===== src/rtl/nbt_sram.sv =====
module nbt_sram #(
  parameter int AW = 6,
  parameter int NB = 2,
  parameter int BW = 9
) (
  input  logic                 clk,
  input  logic                 rst_n,
  input  logic                 pipe_mode,
  input  logic                 burst_ilv,
  input  logic                 cs0_n,
  input  logic                 cs1,
  input  logic                 cs2_n,
  input  logic                 adv,
  input  logic                 we_n,
  input  logic [AW-1:0]        addr,
  input  logic [NB-1:0]        bw_n,
  input  logic [NB*BW-1:0]     din,
  input  logic                 oe_n,
  input  logic                 sleep,
  output logic [NB*BW-1:0]     dq_out,
  output logic                 dq_drive
);
  localparam int DW    = NB * BW;
  localparam int DEPTH = 1 << AW;

  logic [DW-1:0] mem [DEPTH];

  logic          c1_v, c1_w, c2_v, c2_w, live, rq_v;
  logic [AW-1:0] c1_a, c2_a;
  logic [NB-1:0] c1_be, c2_be;
  logic [1:0]    b_start, b_cnt;
  logic [DW-1:0] rq_d, rd_word;

  wire       sel     = !cs0_n && cs1 && !cs2_n;
  wire       load    = !sleep && !adv && sel;
  wire       step    = !sleep && adv && live;
  wire [1:0] nxt_cnt = b_cnt + 2'd1;
  wire [1:0] nxt_lo  = burst_ilv ? (b_start ^ nxt_cnt) : (b_start + nxt_cnt);

  wire          wr_go = pipe_mode ? (c2_v && c2_w) : (c1_v && c1_w);
  wire [AW-1:0] wr_a  = pipe_mode ? c2_a : c1_a;
  wire [NB-1:0] wr_be = pipe_mode ? c2_be : c1_be;

  always_ff @(posedge clk or negedge rst_n) begin
    if (!rst_n) begin
      c1_v <= 1'b0; c1_w <= 1'b0; c1_a <= '0; c1_be <= '0;
      c2_v <= 1'b0; c2_w <= 1'b0; c2_a <= '0; c2_be <= '0;
      live <= 1'b0; b_start <= '0; b_cnt <= '0;
      rq_v <= 1'b0; rq_d <= '0;
    end else begin
      c1_v  <= load || step;
      c1_be <= ~bw_n;
      if (load) begin
        c1_w    <= !we_n;
        c1_a    <= addr;
        b_start <= addr[1:0];
        b_cnt   <= 2'd0;
        live    <= 1'b1;
      end else if (step) begin
        c1_a  <= {c1_a[AW-1:2], nxt_lo};
        b_cnt <= nxt_cnt;
      end else begin
        live <= 1'b0;
      end
      c2_v  <= c1_v;
      c2_w  <= c1_w;
      c2_a  <= c1_a;
      c2_be <= c1_be;
      rq_v  <= c1_v && !c1_w;
      rq_d  <= rd_word;
    end
  end

  always_ff @(posedge clk) begin
    if (wr_go)
      for (int b = 0; b < NB; b++)
        if (wr_be[b]) mem[wr_a][b*BW +: BW] <= din[b*BW +: BW];
  end

  always_comb begin
    rd_word = mem[c1_a];
    for (int b = 0; b < NB; b++)
      if (wr_go && wr_a == c1_a && wr_be[b]) rd_word[b*BW +: BW] = din[b*BW +: BW];
  end

  assign dq_drive = !oe_n && !sleep && (pipe_mode ? rq_v : (c1_v && !c1_w));
  assign dq_out   = dq_drive ? (pipe_mode ? rq_d : rd_word) : '0;

  assert_desel_R2: assert property (@(posedge clk) disable iff (!rst_n)
    (!sleep && !adv && !sel) |=> !c1_v);

  assert_late_write_R4: assert property (@(posedge clk) disable iff (!rst_n)
    (pipe_mode && c1_v && c1_w) |=> (c2_v && c2_w && c2_a == $past(c1_a)));

  assert_forward_R5: assert property (@(posedge clk) disable iff (!rst_n)
    (pipe_mode && c1_v && !c1_w && c2_v && c2_w && c2_a == c1_a && (&c2_be))
      |=> (rq_d == $past(din)));

  assert_linear_step_R8: assert property (@(posedge clk) disable iff (!rst_n)
    (!burst_ilv && !sleep && adv && live)
      |=> (c1_v && c1_a[1:0] == $past(c1_a[1:0]) + 2'd1 && c1_a[AW-1:2] == $past(c1_a[AW-1:2])));

  assert_no_burst_R10: assert property (@(posedge clk) disable iff (!rst_n)
    (adv && !live) |=> !c1_v);

  assert_sleep_block_R12: assert property (@(posedge clk) disable iff (!rst_n)
    sleep |=> !c1_v);
endmodule


===== config.mk =====
export PLATFORM = sky130hd
export DESIGN_NAME = nbt_sram
export DESIGN_NICKNAME = d
export VERILOG_FILES = /design/src/rtl/nbt_sram.sv
export SDC_FILE = /design/constraint.sdc
export NUM_CORES = 1
export LEC_CHECK = 0
export BUFFER_PORTS_ARGS = -buffer_cell sky130_fd_sc_hd__clkbuf_2
export CORE_ASPECT_RATIO = 0.5
export CORE_UTILIZATION = 55
export DETAILED_ROUTE_END_ITERATION = 16
export PLACE_DENSITY = 0.76
export RECOVER_POWER = 25
export SYNTH_ARGS = -nofsm -noshare
export SYNTH_HDL_FRONTEND = slang
export SYNTH_SLANG_ARGS = --single-unit
export TNS_END_PERCENT = 50

===== constraint.sdc =====
create_clock -name clk -period 3.39 [get_ports clk]
set_input_delay 0.339 -clock clk [delete_from_list [all_inputs] [get_ports clk]]
set_output_delay 0.339 -clock clk [all_outputs]
set_load 0.05 [all_outputs]

==> flow_summary.toml <==
[synth]
synth_nets = 2331
ys.flop_type = "edfxtp_1"
syn_area_per_cell_um2 = 20.34
async_flop_share_pct = 3.679
syn_area_mm2 = 0.04665
yosysUniqueCellTypes = 58
ys_ff_latch = 1196
ys_seq_area_share_pct = 76.52
synthCells = 2293
synth-edff-count = 1152
ys_warn_count = 0

[floorplanning]
start_util_pct = 55.60
ios = 56
dieArea_mm2 = 0.08605
die_w_um = 413.9
die-height_um = 207.9
core_mm2 = 0.08389
num_rows = 75

[timing]
rsz0062_at_grt = "yes"
relSlewSlack_pct = -118.8
timing.hold.ws_ps = 127.3
slew_violations = 579
hold_violations = 0
setup-violations-final = 18
fin_ws_ps = -375.2
fin_crit_ps = 3765
fmax_mhz = 265.6
fin_crit_sh_pct = 111.1
worst_pin_slew_ps = 3282
finClkSkew_ps = 23.26

[final_layout]
multi_input_area_mm2 = 0.01063
n_fill_cell = 5163
fin_util_pct = 65.05
final_nets = 2683
drive_gt1_share_pct = 31.21
ff_latch_area_mm2 = 0.03571
n_antenna_cell = 0
area_delta_synth_final_pct = 16.98

[setup_path]
cp-start-kind = "register"
crit_fanout = 8
end_kind = "output pin"
reg2reg_from = "c1_a[5]$_DFFE_PN0P_"
crit_start = "c1_a[0]$_DFFE_PN0P_"
critPathKind = "register to output pin"
cp.arrival_ps = 3430
r2r_cells = 14
crit_required_ps = 3050

[drt]
routed_wl_um = 115600
post_drt_via_cell_ratio = 6.460
route.vias.total = 24850
ant_nets = 0
wl_per_cell_um = 30.06
drt_pass1_iterations = 7
drc = 0
first_iter_violations = 3541

[min_path]
holdCritStartpoint = "cs2_n"
whs_path_depth = 4
hold_class = "input pin to register"

[clocking]
clkSlewWorstSetupHoldPaths_ps = 70
h-tree-depth = 3
clock_latency_ps = 670
cts_root_buffer = "clkbuf_16"
tritoncts = "done"
clock_tree.buffer_depth = 3
cts_sinks = 1196
numCtsBuffers = 100

[outcome]
outcome = "finished with violations"
failed_checks = "capacitance limit, slew limit, setup timing"

[power]
peakVddDrop_mv = 0.4325
power_density_mw_per_mm2 = 664.6
p_leak_nw = 17.72

[placement]
place_hpwl_um = 70340
io_buffers = 55
gp_congestion = 0.9001

[grt]
first_global_vias = 25270
grt_max_degree = 66
grt_usage_pct = 27.17
antenna_found_initial = 1
overflow = 0
grt_pass1_wl_um = 168300

[run]
maxCapViolations = 14
-- placed cells by master (no fill, tap or decap), types with 13 or more instances in the layout --
cell       Yosys  layout
inv_1         15      15
dfrtp_1       44      40
nor2_1       145     142
buf_4         18     258
mux2i_1      132     122
mux4_2       254     254
a22oi_1       62      46
o22ai_1       17      15
a21oi_1       55      36
edfxtp_1    1152    1152
clkbuf_2       1      21
a22o_1        16      16
nand2_1      110     110
clkbuf_1      36      43
buf_12         0      29
a21oi_2        0      18
clkbuf_16      0     104
clkinv_2       0      13
a22oi_2        0      16
buf_8          1      13
o21ai_0       29      29
clkbuf_8       0      17
-- cells in the mapped netlist, types with 3 or more instances --
cell type     n  area [um2]
and2_1        5       31.28
o21ai_0      29       145.1
a41oi_1       7       61.31
a221oi_1      8       70.07
o21ai_1      11       55.05
clkbuf_1     36       135.1
mux2_2       12       135.1
nand2_1     110       412.9
xor2_1        6       52.55
buf_4        18       135.1
nand4_1       3       18.77
a22oi_1      62       465.5
nor2b_1      12       75.07
nor3_2        4       40.04
nor2_1      145       544.3
mux2i_1     132        1321
xnor2_1       3       26.28
a21oi_1      55       275.3
nand2b_1      4       25.02
o211ai_1      4       30.03
a221oi_2      4       60.06
nand3_1      10       50.05
or2_2         3       18.77
a31oi_1      11       68.82
o22ai_1      17       106.4
nor3_1        4       20.02
a22o_1       16       140.1
buf_1         8       30.03
buf_6        10       112.6
buf_2        47       235.2
edfxtp_1   1152       34590
mux4_2      254        5720
inv_1        15       56.30
dfrtp_1      44        1101
-- report_power, final --
part / switching, mW / internal [mW]
combinational: 4.22 / 3.48
sequential: 0.156 / 16.4
clock: 5.22 / 6.82
total: 9.60 / 26.7
-- final timing paths --
check	slack [ps]	to
worst max-delay path	-380	dq_out[14]
worst min-delay path	130	b_cnt[1]$_DFFE_PN0P_
worst max register to register	30	rq_d[0]$_DFF_PN0_
worst min register to register	410	c2_v$_DFF_PN0_
max in group asynchronous	2070	c1_a[0]$_DFFE_PN0P_
min in group asynchronous	460	rq_d[8]$_DFF_PN0_
-- cell families after synthesis --
logic type,Yosys count,synth area share (%)
compound gates,240,3.492
mux,400,15.45
buf+inv,138,1.569
xor+xnor,9,0.1690
flops,1196,76.52
fa+ha+maj,1,0.02682
simple gates,309,2.776
-- through the flow --
step	cells	setup slack, ps	total power, mW	instance area [um2]	TNS, ps
final	3846	-375.2	36.27	54570	-5226
after global routing	3846	-469.2	37.14	54570	-6613
after CTS	3842	-341.0	36.00	54400	-5021
after detailed placement	3616	-12.03	23.51	50100	-12.03
after global placement	3616	34.08	23.40	50100	0
after floorplan	2293	67.37	21.01	46650	0
-- worst max-delay path, stage by stage (launching register included) --
cell and delay, ps:
dfrtp_4 430, buf_12 170, buf_16 170, mux4_2 570, mux4_2 510, a22oi_2 240, nand3_2 130, o21ai_1 110
buf_4 160, a21oi_4 70, buf_8 170
-- state kept, by name (all words and copies together), names as in the netlist --
name / count
mem: 1152
rq_d: 18
c1_a: 6
c2_a: 6
b_cnt: 2
b_start: 2
c1_be: 2
c2_be: 2
c1_v: 1
c1_w: 1
c2_v: 1
c2_w: 1
live: 1
rq_v: 1
-- what timing repair did --
item	in CTS	in global routing
setup endpoints to repair	18	19
hold buffers	10	0
hold endpoints to repair	43	0
gates cloned	5	1
gates resized for setup	95	43
pin swaps	21	18
buffers inserted	25	4
-- per-layer routing --
metal | up-vias | global-route usage (%) | routed length (um)
li1 | 10110 | - | -
met1 | 12790 | 36.83 | 42080
met2 | 1642 | 43.47 | 56310
met3 | 300 | 6.057 | 12530
met4 | 0 | 10.51 | 4677
met5 | - | 0 | 0
-- cell type report --
| type | instances | area share, % |
|---|---|---|
| Multi-Input combinational cell | 959 | 19.47 |
| Inverter | 17 | 0.1215 |
| Sequential cell | 1196 | 65.44 |
| Clock inverter | 48 | 1.059 |
| Timing Repair Buffer | 371 | 6.120 |
| Clock buffer | 139 | 5.228 |
| Tap cell | 1116 | 2.559 |
Note: power is estimated with default switching activity, not from simulation.
